===== config.mk =====
export PLATFORM = sky130hd
export DESIGN_NAME = fc_err_track
export DESIGN_NICKNAME = d
export VERILOG_FILES = /design/src/rtl/fc_pkg.sv /design/src/rtl/fc_sat_counter.sv /design/src/rtl/fc_state_fsm.sv /design/src/rtl/fc_err_track.sv
export SDC_FILE = /design/constraint.sdc
export NUM_CORES = 1
export LEC_CHECK = 0
export BUFFER_PORTS_ARGS = -buffer_cell sky130_fd_sc_hd__clkbuf_2
export CORE_MARGIN = 1.5
export CORE_UTILIZATION = 55
export DETAILED_ROUTE_END_ITERATION = 12
export HOLD_SLACK_MARGIN = 0.03
export PLACE_DENSITY = 0.85
export SLEW_MARGIN = 5
export SYNTH_ARGS = -nofsm -noshare
export SYNTH_HDL_FRONTEND = slang
export SYNTH_SLANG_ARGS = --single-unit

===== constraint.sdc =====
create_clock -name clk -period 5 [get_ports clk]
set_clock_uncertainty 0.05 [all_clocks]
set_input_delay 1 -clock clk [delete_from_list [all_inputs] [get_ports clk]]
set_output_delay 1 -clock clk [all_outputs]
set_load 0.005 [all_outputs]

===== src/rtl/fc_pkg.sv =====
`timescale 1ns/1ps
// Package: shared confinement state type for the error-tracking block.
// Assumes two bits are enough for the three states.
package fc_pkg;

    typedef enum logic [1:0] {
        FC_ACTIVE  = 2'd0,
        FC_PASSIVE = 2'd1,
        FC_BUSOFF  = 2'd2
    } fc_state_t;

endpackage


===== src/rtl/fc_sat_counter.sv =====
`timescale 1ns/1ps
// Module: fc_sat_counter
// A weighted counter that saturates at the top and stops at zero. In one
// cycle it adds a small and a big increment and subtracts one decrement,
// then clamps the result. It also exposes its next value so that
// downstream logic can decide without waiting a cycle.
// Assumes: hold and clear come from the state owner, and clear wins.
module fc_sat_counter #(
    parameter int W     = 8,
    parameter int SMALL = 1,
    parameter int BIG   = 8
) (
    input  logic         clk,
    input  logic         rst_n,
    input  logic         inc_small,
    input  logic         inc_big,
    input  logic         dec_one,
    input  logic         hold,
    input  logic         clear,
    output logic [W-1:0] count,
    output logic [W-1:0] count_next
);
    localparam int SW = W + 2;
    localparam logic [SW-1:0] MAXV  = {2'b00, {W{1'b1}}};
    localparam logic [SW-1:0] SMALLV = SW'(SMALL);
    localparam logic [SW-1:0] BIGV   = SW'(BIG);

    logic [SW-1:0] up_sum;
    logic [SW-1:0] down_sum;

    // Sum the increments in a widened domain so nothing wraps.
    always_comb begin
        up_sum = {2'b00, count};
        if (inc_small) up_sum = up_sum + SMALLV;
        if (inc_big)   up_sum = up_sum + BIGV;
    end

    // Apply the decrement with a floor at zero.
    always_comb begin
        if (dec_one && (up_sum != '0)) down_sum = up_sum - 1'b1;
        else                           down_sum = up_sum;
    end

    // Pick the next value: clear, hold, or the clamped sum.
    always_comb begin
        if (clear)                 count_next = '0;
        else if (hold)             count_next = count;
        else if (down_sum > MAXV)  count_next = {W{1'b1}};
        else                       count_next = down_sum[W-1:0];
    end

    // Register the count.
    always_ff @(posedge clk) begin
        if (!rst_n) count <= '0;
        else        count <= count_next;
    end

endmodule


===== src/rtl/fc_state_fsm.sv =====
`timescale 1ns/1ps
// Module: fc_state_fsm
// Three-state confinement machine. The state is computed from the next
// count values, so it changes on the same edge as the counts. Bus off is
// sticky until a recovery request arrives, and the outputs that tell the
// framing logic what to do are decoded from the state.
// Assumes: the counters clear on the same edge that recovery is taken.
module fc_state_fsm
    import fc_pkg::*;
#(
    parameter int TX_W        = 9,
    parameter int RX_W        = 8,
    parameter int PASSIVE_LIM = 127,
    parameter int BUSOFF_LIM  = 255
) (
    input  logic            clk,
    input  logic            rst_n,
    input  logic [TX_W-1:0] tec_next,
    input  logic [RX_W-1:0] rec_next,
    input  logic            recover_req,
    output fc_state_t       cur_state,
    output logic            is_busoff,
    output logic            send_active_flag,
    output logic            send_passive_flag,
    output logic            suspend_tx,
    output logic            drive_en
);
    localparam logic [TX_W:0] TX_PLIM = (TX_W+1)'(PASSIVE_LIM);
    localparam logic [TX_W:0] TX_BLIM = (TX_W+1)'(BUSOFF_LIM);
    localparam logic [RX_W:0] RX_PLIM = (RX_W+1)'(PASSIVE_LIM);

    fc_state_t nxt_state;

    // Choose the next state from the next counts and the recovery request.
    always_comb begin
        if (cur_state == FC_BUSOFF)
            nxt_state = recover_req ? FC_ACTIVE : FC_BUSOFF;
        else if ({1'b0, tec_next} > TX_BLIM)
            nxt_state = FC_BUSOFF;
        else if (({1'b0, tec_next} > TX_PLIM) || ({1'b0, rec_next} > RX_PLIM))
            nxt_state = FC_PASSIVE;
        else
            nxt_state = FC_ACTIVE;
    end

    // State register.
    always_ff @(posedge clk) begin
        if (!rst_n) cur_state <= FC_ACTIVE;
        else        cur_state <= nxt_state;
    end

    // Decode the per-state enables for the framing logic.
    always_comb begin
        is_busoff         = (cur_state == FC_BUSOFF);
        send_active_flag  = (cur_state == FC_ACTIVE);
        send_passive_flag = (cur_state == FC_PASSIVE);
        suspend_tx        = (cur_state == FC_PASSIVE);
        drive_en          = (cur_state != FC_BUSOFF);
    end

endmodule


===== src/rtl/fc_err_track.sv =====
`timescale 1ns/1ps
// Module: fc_err_track (top)
// Keeps the transmit and receive error counts of a bus node and derives
// its confinement state. Event strobes last one cycle and may coincide,
// in which case their effects add. While the node is bus off, the counts
// are frozen until a recovery request clears them.
// Assumes: strobes come synchronously from the protocol logic.
module fc_err_track
    import fc_pkg::*;
#(
    parameter int TX_W        = 9,
    parameter int RX_W        = 8,
    parameter int PASSIVE_LIM = 127,
    parameter int BUSOFF_LIM  = 255,
    parameter int RX_SMALL    = 1,
    parameter int BIG_STEP    = 8
) (
    input  logic            clk,
    input  logic            rst_n,
    input  logic            rx_err,
    input  logic            flag_bit_err,
    input  logic            rx_dom_after_flag,
    input  logic            tx_flag_sent,
    input  logic            tx_ok,
    input  logic            rx_ok,
    input  logic            recover_req,
    output logic [TX_W-1:0] tec,
    output logic [RX_W-1:0] rec,
    output logic [1:0]      state,
    output logic            send_active_flag,
    output logic            send_passive_flag,
    output logic            suspend_tx,
    output logic            drive_en
);
    fc_state_t       cur_state;
    logic            is_busoff;
    logic            cnt_hold;
    logic            cnt_clear;
    logic            rx_plus_one;
    logic [TX_W-1:0] tec_next;
    logic [RX_W-1:0] rec_next;

    // Qualify the strobes: freeze or clear in bus off, mask flag bit errors.
    always_comb begin
        cnt_hold    = is_busoff && !recover_req;
        cnt_clear   = is_busoff &&  recover_req;
        rx_plus_one = rx_err && !flag_bit_err;
    end

    fc_sat_counter #(.W(TX_W), .SMALL(1), .BIG(BIG_STEP)) u_tx_cnt (
        .clk        (clk),
        .rst_n      (rst_n),
        .inc_small  (1'b0),
        .inc_big    (tx_flag_sent),
        .dec_one    (tx_ok),
        .hold       (cnt_hold),
        .clear      (cnt_clear),
        .count      (tec),
        .count_next (tec_next)
    );

    fc_sat_counter #(.W(RX_W), .SMALL(RX_SMALL), .BIG(BIG_STEP)) u_rx_cnt (
        .clk        (clk),
        .rst_n      (rst_n),
        .inc_small  (rx_plus_one),
        .inc_big    (rx_dom_after_flag),
        .dec_one    (rx_ok),
        .hold       (cnt_hold),
        .clear      (cnt_clear),
        .count      (rec),
        .count_next (rec_next)
    );

    fc_state_fsm #(
        .TX_W(TX_W), .RX_W(RX_W),
        .PASSIVE_LIM(PASSIVE_LIM), .BUSOFF_LIM(BUSOFF_LIM)
    ) u_fsm (
        .clk               (clk),
        .rst_n             (rst_n),
        .tec_next          (tec_next),
        .rec_next          (rec_next),
        .recover_req       (recover_req),
        .cur_state         (cur_state),
        .is_busoff         (is_busoff),
        .send_active_flag  (send_active_flag),
        .send_passive_flag (send_passive_flag),
        .suspend_tx        (suspend_tx),
        .drive_en          (drive_en)
    );

    // Present the state encoding on the port.
    always_comb state = cur_state;

endmodule


==> flow_metrics.py <==
metrics = {
    "clock_tree": {
        "tritoncts": "done",
        "clock_path_buffers": 2,
        "clkSinkCount": 19,
        "cts.repair.resized": 0,
        "clkTransAtPathRegs_ns": 0.10,
        "cts-htree-levels": 1,
        "postCtsHoldBufs": 0,
        "cts_made_buffers": 3,
        "clockRootBuffer": "clkbuf_4",
        "post_cts_buffers": 0,
        "clock_latency_ns": 0.29,
    },
    "drt": {
        "first_pass_iters": 5,
        "drt_iter0_drc": 108,
        "vias": 2045,
        "vias_per_cell": 6.16,
        "postRouteAntennaNets": 0,
        "avgRoutedWirePerCell_microns": 14.1,
        "drc": 0,
        "routed_wl_mm": 4.69,
    },
    "worst_setup_path": {
        "cp_top_family": "simple AND/OR/NAND/NOR gates",
        "crit_type": "register to register",
        "worstPathArrival_ns": 4.12,
        "end_kind": "register",
        "max_stage_delay_ns": 0.60,
        "crit_required_ns": 5.14,
        "cp_cell_sequence": "ha_1 > and4b_1 > and2_2 > xor2_2 > ha_1 > nand2_1 > nor4bb_1 > o211ai_1 > and3_1 > xnor2_1 > nor3_1 > o32a_4 > o311a_1 > a31o_1",
        "crit_slowest_cell": "dfxtp_1",
        "crit_buf_inv": 0,
        "worstPathMaxFanout": 12,
        "startpoint_type": "register",
        "cp_common_cell": "ha_1",
    },
    "yosys": {
        "synth_flop_cell": "dfxtp_1",
        "syn_inst": 264,
        "netlist_area_sq_um": 1940,
        "synth.avg_cell_area_sq_um": 7.34,
        "ys_types": 57,
        "netlist.area_leader.share_pct": 19.6,
        "async_flop_share_pct": 0,
        "synth.ff_latch_count": 19,
        "yosysMostFrequentCell": "nor2_1",
        "synth-seq-area-share_pct": 19.6,
        "synth_top_cell_by_area": "dfxtp_1",
        "synth_fp_nets": 279,
        "netlist_top_cells_count": "28 x nor2_1, 23 x o21ai_0, 19 x dfxtp_1",
        "synth_warnings": 0,
        "synth_edf_count": 0,
        "synthTopCellsByArea": "dfxtp_1 20%, o21ai_0 5.9%, xnor2_1 5.9%",
    },
    "placed_design": {
        "hpwlAfterDp_mm": 3.64,
        "place.gp.congestion": 0.936,
        "io_buffers": 31,
        "place_inst": 328,
    },
    "power_and_ir_drop": {
        "seq_power_share_pct": 29.7,
        "clkPwrFrac_pct": 6.4,
        "power_switching_w": 0.000593,
        "swShare_pct": 50.4,
        "cellPowerDensity_nw_per_um2": 555,
        "ir_drop_uv": 289,
        "p_leak_nw": 0.812,
        "p_int_w": 0.000582,
        "power_w": 0.00118,
        "combPwrFrac_pct": 63.9,
    },
    "floorplanning": {
        "ios": 32,
        "start_util_pct": 57.6,
        "num_rows": 21,
        "core_area_sq_um": 3360,
        "die_w_microns": 62.4,
        "die_area_sq_um": 3890,
        "die_h_microns": 62.4,
    },
    "global_routing": {
        "gr-total-overflow": 0,
        "antenna_found_initial": 0,
        "grt_pass1_vias": 1699,
        "grt_max_degree": 17,
        "grt_pass1_wl_mm": 8.00,
        "track_usage_pct": 24.5,
    },
    "sta": {
        "hold_viol": 0,
        "setup-tns-final_ns": 0,
        "finalSetupViolCount": 0,
        "timing.final.crit_share_pct": 79.5,
        "min_period_ns": 3.97,
        "slew-limit-headroom_pct": 46.9,
        "rsz0062_at_grt": "false",
        "tightest_slew_ns": 0.795,
        "fmax_mhz": 252,
        "drv_slew": 0,
    },
    "final_layout": {
        "drive_gt1_share_pct": 16.4,
        "utilization_pct": 63.0,
        "diodes": 0,
        "syn_to_final_growth_pct": 9.30,
        "layout.nets": 302,
        "fill_cells": 335,
        "layoutNonFillerInstCount": 332,
    },
    "status": {
        "status": "complete, no violations",
    },
    "job": {
        "drv_cap": 0,
    },
    "hold_path": {
        "hold_path_class": "register to register",
    },
}
## logic make-up after synthesis
group                    synth area share, %
AO/OA/AOI/OAI                           27.8
XOR/XNOR                                9.88
adder cells (fa/ha/maj)                 3.87
buffers and inverters                   4.97
flip-flops                              19.6
multiplexers                            2.90
AND/OR/NAND/NOR                         30.9
## power by group through the flow
stage / Clock (W) / Sequential (W) / Combinational [W]
floorplan: 0 / 0.000305 / 0.000583
finish: 0.0000757 / 0.000349 / 0.000751
global route: 0.0000855 / 0.000366 / 0.000841
detailed placement: 0 / 0.000352 / 0.000736
CTS: 0.0000767 / 0.000347 / 0.000742
global placement: 0 / 0.000348 / 0.000723
## final timing paths
kind                                 from                            to  slack [ns]  depth (start not counted)
max          u_rx_cnt.count[0]$_SDFF_PN0_  u_rx_cnt.count[7]$_SDFF_PN0_        1.03                         14
min          u_tx_cnt.count[4]$_SDFF_PN0_  u_tx_cnt.count[4]$_SDFF_PN0_        0.56                          2
max reg2reg  u_rx_cnt.count[0]$_SDFF_PN0_  u_rx_cnt.count[7]$_SDFF_PN0_        1.03                         14
min reg2reg  u_tx_cnt.count[4]$_SDFF_PN0_  u_tx_cnt.count[4]$_SDFF_PN0_        0.56                          2
## cell type report
| class | count | area (sq um) | share of cell area (%) |
|---|---|---|---|
| tap | 46 | 57.6 | 2.72 |
| clock buffer | 4 | 26.3 | 1.24 |
| sequential | 19 | 380 | 18.0 |
| multi-input combinational | 222 | 1460 | 69.0 |
| timing repair buffer | 31 | 155 | 7.32 |
| inverter | 10 | 37.5 | 1.77 |
## through the flow
stage                     area (sq um)  hold slack [ns]  setup slack, ns
after global placement            2090            0.549            0.906
after detailed placement          2090            0.548            0.778
after global routing              2120            0.616            0.785
after floorplan                   1940            0.502             1.22
final                             2120            0.563             1.03
after CTS                         2120            0.567             1.06
## worst min-delay path, delay by kind of cell (launching register included)
kind	cells	cell delay (ns)
AOI/OAI and AO/OA	2	0.21
DFF	1	0.37
## registers in the layout, summed over array words and instances (netlist names)
signal,cells
u_rx_cnt.count,8
u_fsm.cur_state,2
u_tx_cnt.count,9
## cell usage in the layout (no fill, tap or decap), types with 4 or more instances in the layout
master and n:
xor2_1 7, a21oi_1 12, inv_1 10, dfxtp_1 19, nor4_1 4, ha_1 6, clkbuf_2 31, and3_1 5
a31oi_1 7, nor2b_1 13, nand3_1 9, o211ai_1 5, xnor2_1 13, nand2_1 17, nor2_1 28, o21ai_0 23
nor3_1 12, o21a_1 5, and2_1 4
## layer usage
layer / vias up / track usage (%) / wire length [microns]
met5: - / 0 / 0
met4: 0 / 2.22 / 0
met3: 0 / 4.17 / 423
met2: 99 / 36.0 / 2000
met1: 931 / 38.7 / 2270
li1: 1015 / - / -
(Power assumes the default switching activity.)
